--- config.mk ---
export PLATFORM = sky130hd
export DESIGN_NAME = serial_rx_core
export DESIGN_NICKNAME = d
export VERILOG_FILES = /design/src/rtl/srx_pkg.sv /design/src/rtl/srx_sync.sv /design/src/rtl/srx_deframer.sv /design/src/rtl/srx_holding.sv /design/src/rtl/serial_rx_core.sv
export SDC_FILE = /design/constraint.sdc
export NUM_CORES = 1
export LEC_CHECK = 0
export ABC_CLOCK_PERIOD_IN_PS = 2200
export CAP_MARGIN = 25
export CORE_UTILIZATION = 28
export CTS_CLUSTER_SIZE = 14
export DETAILED_ROUTE_END_ITERATION = 10
export REMOVE_ABC_BUFFERS = 1
export SLEW_MARGIN = 20
export SYNTH_ARGS = -nofsm -noshare
export SYNTH_HDL_FRONTEND = slang
export SYNTH_SLANG_ARGS = --single-unit
export TNS_END_PERCENT = 5
--- constraint.sdc ---
create_clock -name clk -period 2.2 [get_ports clk]
set_input_delay 0.33 -clock clk [delete_from_list [all_inputs] [get_ports clk]]
set_output_delay 0.33 -clock clk [all_outputs]
set_load 0.02 [all_outputs]
--- src/rtl/srx_pkg.sv ---
package srx_pkg;
  typedef enum logic [2:0] {
    ST_IDLE, ST_START, ST_DATA, ST_PAR, ST_STOP
  } rx_state_e;

  typedef struct packed {
    logic [8:0] bits;
    logic       perr;
    logic       ferr;
  } rx_char_t;

  localparam logic [1:0] PAR_OFF  = 2'b00;
  localparam logic [1:0] PAR_RSV  = 2'b01;
  localparam logic [1:0] PAR_EVEN = 2'b10;
  localparam logic [1:0] PAR_ODD  = 2'b11;

  function automatic logic [3:0] size_to_bits(input logic [2:0] code);
    case (code)
      3'b000:  return 4'd5;
      3'b001:  return 4'd6;
      3'b010:  return 4'd7;
      3'b111:  return 4'd9;
      default: return 4'd8;
    endcase
  endfunction

  function automatic logic parity_on(input logic [1:0] mode);
    return mode[1];
  endfunction
endpackage

--- src/rtl/srx_sync.sv ---
module srx_sync #(
  parameter int STAGES = 2
) (
  input  logic clk,
  input  logic rst_n,
  input  logic line_in,
  output logic line_s,
  output logic line_fall
);
  logic [STAGES:0] chain;

  always_ff @(posedge clk) begin
    if (!rst_n) chain <= '1;
    else        chain <= {chain[STAGES-1:0], line_in};
  end

  assign line_s    = chain[STAGES-1];
  assign line_fall = chain[STAGES] & ~chain[STAGES-1];
endmodule

--- src/rtl/srx_deframer.sv ---
module srx_deframer
  import srx_pkg::*;
#(
  parameter int OVERSAMPLE = 16
) (
  input  logic       clk,
  input  logic       rst_n,
  input  logic       tick,
  input  logic       line_s,
  input  logic       line_fall,
  input  logic [2:0] cfg_size,
  input  logic [1:0] cfg_parity,
  output logic       done,
  output rx_char_t   char_out
);
  localparam int CW = $clog2(OVERSAMPLE);
  localparam logic [CW-1:0] MID  = CW'(OVERSAMPLE / 2 - 1);
  localparam logic [CW-1:0] LAST = CW'(OVERSAMPLE - 1);

  rx_state_e     state;
  logic [CW-1:0] cnt;
  logic [3:0]    idx;
  logic [8:0]    sh;
  logic          par_bit;
  logic [3:0]    nbits_q;
  logic [1:0]    mode_q;
  logic          at_centre;

  assign at_centre = tick && (cnt == LAST);

  always_ff @(posedge clk) begin
    if (!rst_n) begin
      state   <= ST_IDLE;
      cnt     <= '0;
      idx     <= '0;
      sh      <= '0;
      par_bit <= 1'b0;
      nbits_q <= 4'd8;
      mode_q  <= PAR_OFF;
    end else begin
      case (state)
        ST_IDLE: if (line_fall) begin
          state   <= ST_START;
          cnt     <= '0;
          idx     <= '0;
          sh      <= '0;
          par_bit <= 1'b0;
          nbits_q <= size_to_bits(cfg_size);
          mode_q  <= cfg_parity;
        end
        ST_START: if (tick) begin
          if (cnt == MID) begin
            cnt   <= '0;
            state <= line_s ? ST_IDLE : ST_DATA;
          end else cnt <= cnt + 1'b1;
        end
        ST_DATA: if (tick) begin
          if (cnt == LAST) begin
            cnt <= '0;
            sh  <= sh | (9'(line_s) << idx);
            if (idx == nbits_q - 4'd1)
              state <= parity_on(mode_q) ? ST_PAR : ST_STOP;
            else
              idx <= idx + 4'd1;
          end else cnt <= cnt + 1'b1;
        end
        ST_PAR: if (tick) begin
          if (cnt == LAST) begin
            cnt     <= '0;
            par_bit <= line_s;
            state   <= ST_STOP;
          end else cnt <= cnt + 1'b1;
        end
        ST_STOP: if (tick) begin
          if (cnt == LAST) state <= ST_IDLE;
          else             cnt   <= cnt + 1'b1;
        end
        default: state <= ST_IDLE;
      endcase
    end
  end

  assign done          = (state == ST_STOP) && at_centre;
  assign char_out.bits = sh;
  assign char_out.ferr = ~line_s;
  assign char_out.perr = parity_on(mode_q) && (par_bit != ((^sh) ^ mode_q[0]));
endmodule

--- src/rtl/srx_holding.sv ---
module srx_holding
  import srx_pkg::*;
(
  input  logic     clk,
  input  logic     rst_n,
  input  logic     store,
  input  rx_char_t char_in,
  input  logic     pop_ready,
  output logic     valid,
  output rx_char_t held
);
  logic popping;
  assign popping = valid && pop_ready;

  always_ff @(posedge clk) begin
    if (!rst_n) begin
      valid <= 1'b0;
      held  <= '0;
    end else if (store && (!valid || popping)) begin
      valid <= 1'b1;
      held  <= char_in;
    end else if (popping) begin
      valid <= 1'b0;
      held  <= '0;
    end
  end
endmodule

--- src/rtl/serial_rx_core.sv ---
module serial_rx_core
  import srx_pkg::*;
#(
  parameter int OVERSAMPLE  = 16,
  parameter int SYNC_STAGES = 2
) (
  input  logic       clk,
  input  logic       rst_n,
  input  logic       baud_tick,
  input  logic       rxd,
  input  logic [2:0] cfg_size,
  input  logic [1:0] cfg_parity,
  output logic       rd_valid,
  input  logic       rd_ready,
  output logic [7:0] rd_data,
  output logic       rd_bit8,
  output logic       rd_parity_err,
  output logic       rd_frame_err
);
  logic     line_s, line_fall, frame_done;
  rx_char_t new_char, held_char;

  srx_sync #(.STAGES(SYNC_STAGES)) u_sync (
    .clk(clk), .rst_n(rst_n), .line_in(rxd),
    .line_s(line_s), .line_fall(line_fall)
  );

  srx_deframer #(.OVERSAMPLE(OVERSAMPLE)) u_deframer (
    .clk(clk), .rst_n(rst_n), .tick(baud_tick),
    .line_s(line_s), .line_fall(line_fall),
    .cfg_size(cfg_size), .cfg_parity(cfg_parity),
    .done(frame_done), .char_out(new_char)
  );

  srx_holding u_hold (
    .clk(clk), .rst_n(rst_n), .store(frame_done), .char_in(new_char),
    .pop_ready(rd_ready), .valid(rd_valid), .held(held_char)
  );

  assign rd_data       = held_char.bits[7:0];
  assign rd_bit8       = held_char.bits[8];
  assign rd_parity_err = held_char.perr;
  assign rd_frame_err  = held_char.ferr;
endmodule

Word level (Yosys, flattened, before mapping)
Index checks and enable logic that the tools add are counted.
{"block": "op_classes", "addsub": 3, "shift": 1, "mul": 0, "n_eq_ne": 24, "bitwise_logic": 4, "n_div": 0, "muxes": 38, "n_reduce_logical": 21, "order_cmp": 0}
{"cell": "$mux 4", "count": 10}
{"cell": "$mux 3", "count": 11}
{"cell": "$pmux 4 s4", "count": 2}
{"cell": "$mux 9", "count": 3}
{"cell": "$mux 11", "count": 2}
{"cell": "$pmux 9 s2", "count": 1}
{"cell": "$pmux 3 s5", "count": 1}
{"cell": "$ne 2x2->1 const B", "count": 7}
{"cell": "$ne 2x1->1 const B", "count": 6}
{"cell": "$reduce_and 10->1", "count": 1}
{"cell": "$eq 3x2->1 const B", "count": 3}
{"cell": "$or 9x9->9", "count": 1}
{"cell": "$reduce_xor 9->1", "count": 1}
{"cell": "$shl 1x4->9", "count": 1}
{"cell": "$add 4x1->4 const B", "count": 2}
{"cell": "$pmux 4 s2", "count": 1}
{"cell": "$reduce_and 4->1", "count": 2}
{"cell": "$eq 3x1->1 const B", "count": 2}
{"cell": "$eq 3x3->1 const B", "count": 2}
{"cell": "$logic_not 3->1", "count": 2}
{"cell": "$reduce_and 6->1", "count": 1}
{"cell": "$reduce_bool 2->1", "count": 3}
{"cell": "$logic_and 1x1->1", "count": 5}
{"cell": "$mux 1", "count": 5}
{"cell": "other kinds (16)", "count": 16}
{"block": "totals", "ram_bits": 0, "mem_count": 0, "latchBits": 0, "romBits": 0, "elab_cells": 103, "input_bits": 10, "reg_bits": 42}

Longest topological paths before layout
{"block": "depth", "word_depth": 6, "ltp_mapped": 8, "depth_no_buf": 7}

Hierarchy
A second synthesis with hierarchy kept.
{"block": "hier_totals", "cells_unflattened": 264, "area_unflattened_um2": 2258.4}
{"mod": "srx_deframer", "instances": 1, "area_each_um2": 1570.3, "cells_each": 199}
{"mod": "srx_holding", "instances": 1, "area_each_um2": 603.1, "cells_each": 58}
{"mod": "srx_sync", "instances": 1, "area_each_um2": 85.1, "cells_each": 7}

Worst setup path before layout
No wires, ideal clock.
{"block": "synth_timing", "path_kind": "reg2reg", "start": "register u_deframer.cnt[0]", "end": "register u_deframer.state[1]", "slack_ns": 0.301, "n_path_buf": 1, "path_stages_with_launch": 8, "setup_ns": 0.130, "arrival_time_ns": 1.768, "synth_period_minus_slack_ns": 1.899, "path_cell_list": "dfxtp_1 > ha_1 > and4_1 > buf_2 > a2bb2oi_1 > or3b_2 > a21oi_1 > o32ai_1"}
{"block": "synth_between", "elab_chain_cells": 3}
{"item": "from (decl)", "line_no": "srx_deframer.sv:21", "text": "logic [CW-1:0] cnt;"}
{"item": "from (signal assigned)", "line_no": "srx_deframer.sv:55", "text": "end else cnt <= cnt + 1'b1;"}
{"item": "from (signal assigned)", "line_no": "srx_deframer.sv:65", "text": "end else cnt <= cnt + 1'b1;"}
{"item": "from (signal assigned)", "line_no": "srx_deframer.sv:72", "text": "end else cnt <= cnt + 1'b1;"}
{"item": "$eq 4x4->1 / $eq 4x3->1 (equally long branches)"}
{"item": "$ne 2x1->1 (no line)"}
{"item": "$reduce_and 10->1 (no line) *"}
{"item": "to (signal assigned)", "line_no": "srx_deframer.sv:54", "text": "state <= line_s ? ST_IDLE : ST_DATA;"}
{"item": "to (signal assigned)", "line_no": "srx_deframer.sv:62", "text": "state <= parity_on(mode_q) ? ST_PAR : ST_STOP;"}
{"item": "to (decl)", "line_no": "srx_deframer.sv:20", "text": "rx_state_e state;"}
Every way passes the cells marked *; elsewhere a longest branch is shown, timed or not.
A chain may end at the register's enable or synchronous reset.

Final worst setup path
Ends and elaborated chain as after synthesis.

==> flow_summary.ini <==
[run_status]
outcome = complete, no violations

[logic_synthesis]
yosysWarnings = 0
synth_top_area_share_pct = 41.5
async_flop_share_pct = 0
synth_edf_count = 0
syn_inst = 244
synth_seq_area_share_pct = 41.5
synth_area_leaders = dfxtp_1 41%, xnor2_1 6.0%, nor2_1 5.9%, a21oi_1 4.9%, nand2_1 3.9%
yosys.area.top_type = dfxtp_1
yosysUniqueCellTypes = 43
synth_area_sq_mm = 0.00203
avgSynthCellArea_sq_um = 8.31
yosys_most_used_dff = dfxtp_1
yosys_register_bits = 42

[sta]
finalClockSkew_ns = 0.00580
setup_viol = 0
setup_tns_ns = 0
fmax_mhz = 500
timing.hold.ws_ns = 0.414
slew_headroom_pct = 70.2
period_needed_ns = 2.00
final.period_utilization_pct = 90.9
rsz0062_at_grt = false
tightest_slew_ns = 0.446
final-max-slew-violation-count = 0
finalHoldViolations = 0

[floorplan]
ios = 22
start_util_pct = 29.3
die-area_sq_mm = 0.00758
die_h_um = 87.1
fp.dieW_um = 87.1
std_cell_rows = 30
core_area_sq_mm = 0.00691

[final_layout]
insertedDiodeCount = 0
fin_nets = 282
multiInputGateArea_sq_mm = 0.00109
drive_above_1_share_pct = 10.0
seqCellArea_sq_um = 841
num-fill-cells = 754
area_delta_synth_final_pct = 22.8

[detailed_routing]
drt.antenna.violating_nets = 0
drc_errors = 0
vias_per_cell = 4.88
wl_mm = 4.53
routedWlPerCell_um = 12.4
vias = 1786
drt_iter0_drc = 118
dr.pass1.iters = 4

[clocking]
htree_levels = 2
clockRootBuffer = clkbuf_8
cts_buffers = 5
cts_tree = built
clock_sinks = 42
hold_buffers = 0
insertion_delay_ns = 0.29
post_cts_buffers = 0
path_clk_slew_ns = 0.09
ctsLongestPathBuffers = 2
post_cts_resized = 0

[power]
leakagePower_nw = 0.857
power_density_mw_per_mm2 = 637
peakVddDrop_v = 0.000238
pwr-share-seq_pct = 49.3
netSwitchingPower_mw = 0.391
total_power_mw = 1.59
power.internal_mw = 1.19
swShare_pct = 24.6
power_frac_comb_pct = 11.9
clockPowerShare_pct = 38.8

[global_route]
grt_antenna_before_repair = 0
grt_overflow = 0
grtUsageTotal_pct = 13.2
grt_max_degree = 14
grt_pass1_vias = 1641
grt_pass1_wl_mm = 7.80

[worst_setup_path]
r2r_slack_ns = 0.20
cp.required_ns = 2.37
setup.worst_path.start_class = register
crit_family = simple AND/OR/NAND/NOR gates
critPathBufInv = 0
worst-path-max-fanout = 6
path_class = register to register
cpMaxStageDelayCell = or3b_2
crit_path_max_incr_delay_ns = 0.46
cp-end-kind = register
worstPathArrival_ns = 2.17
worstPathCellList = ha_1 -> and4_1 -> a2bb2oi_1 -> or3b_2 -> a21oi_1 -> o32ai_1

[placed_design]
numPortBuffers = 21
hpwlAfterDp_mm = 3.24
place_congestion = 0.856

[flow_run]
max_cap_viol_count = 0

[min_path]
hold_path_class = register to register
[per-layer routing]
metal	vias to the layer above	global-route usage, %	routed length, um
li1	910	-	-
met4	0	5.15	80
met3	9	3.13	163
met1	836	18.1	2290
met5	-	0	0
met2	31	19.8	2000
[sequential cells by signal, summed over array words and instances, names as in the netlist]
signal and count:
u_hold.valid 1, u_deframer.par_bit 1, u_deframer.idx 4, u_deframer.state 3
u_deframer.cnt 4, u_deframer.sh 9, u_sync.chain 3, u_hold.held 11
u_deframer.mode_q 2, u_deframer.nbits_q 4
[cell type report]
type	instances	share of cell area (%)
multi-input combinational	180	44.0
sequential	42	33.8
timing repair buffer	32	11.8
tap	96	4.83
clock buffer	6	2.92
clock inverter	2	1.51
inverter	8	1.21
[final timing paths]
check                     from             endpoint  cells past startpoint
min            u_sync.chain[0]      u_sync.chain[1]                      1
max reg2reg  u_deframer.cnt[0]  u_deframer.state[1]                      6
min reg2reg    u_sync.chain[0]      u_sync.chain[1]                      1
max          u_deframer.cnt[0]  u_deframer.state[1]                      6
[placed cells by master, fill, tap and decap left out, types with 5 or more instances in the layout]
master,n
a21oi_1,20
clkbuf_8,5
nor2_1,31
clkdlybuf4s50_1,21
nand2b_1,7
o21ai_0,12
nand2_1,21
a22oi_1,10
dfxtp_1,42
nand3_1,15
a31oi_1,5
xnor2_1,14
inv_1,8
buf_4,11
[power by group through the flow]
stage	Sequential, mW	Clock (mW)	Combinational (mW)
global route	0.784	0.666	0.213
CTS	0.782	0.629	0.188
global placement	0.800	0	0.185
detailed placement	0.800	0	0.188
floorplan	0.807	0	0.112
finish	0.782	0.614	0.189
[Yosys cell counts, types with 3 or more instances]
master	number
nand2b_1	7
nor2b_1	3
o21ai_0	12
dfxtp_1	42
xor2_1	3
a21oi_1	20
nand3_1	15
nand2_1	21
a31oi_1	5
inv_1	8
buf_2	3
nor2_1	32
ha_1	3
xnor2_1	14
a22oi_1	10
clkbuf_1	10
nor3_1	3
[metrics by stage]
| stage | util, % | instance area (sq um) | instances | setup WS (ns) |
|---|---|---|---|---|
| 6_report | 36.0 | 2490 | 366 | 0.201 |
| 5_1_grt | 36.0 | 2490 | 366 | 0.0334 |
| 4_1_cts | 36.0 | 2490 | 366 | 0.169 |
| 3_5_place_dp | 34.4 | 2380 | 358 | 0.0339 |
| 3_3_place_gp | 34.4 | 2380 | 358 | 0.0629 |
| 2_1_floorplan | - | 1960 | 230 | 0.268 |
[logic make-up (layout without fill, tap and decap cells)]
family	Yosys count	after routing	share of synthesized area, %
and+or+nand+nor	97	97	23.8
AOI/OAI and AO/OA	61	61	19.3
DFF	42	42	41.5
buffers and inverters	22	48	4.63
xor gates and xnor gates	18	18	8.46
adders and majority gates	3	3	1.85
muxes	1	1	0.556
(Power assumes the default switching activity.)
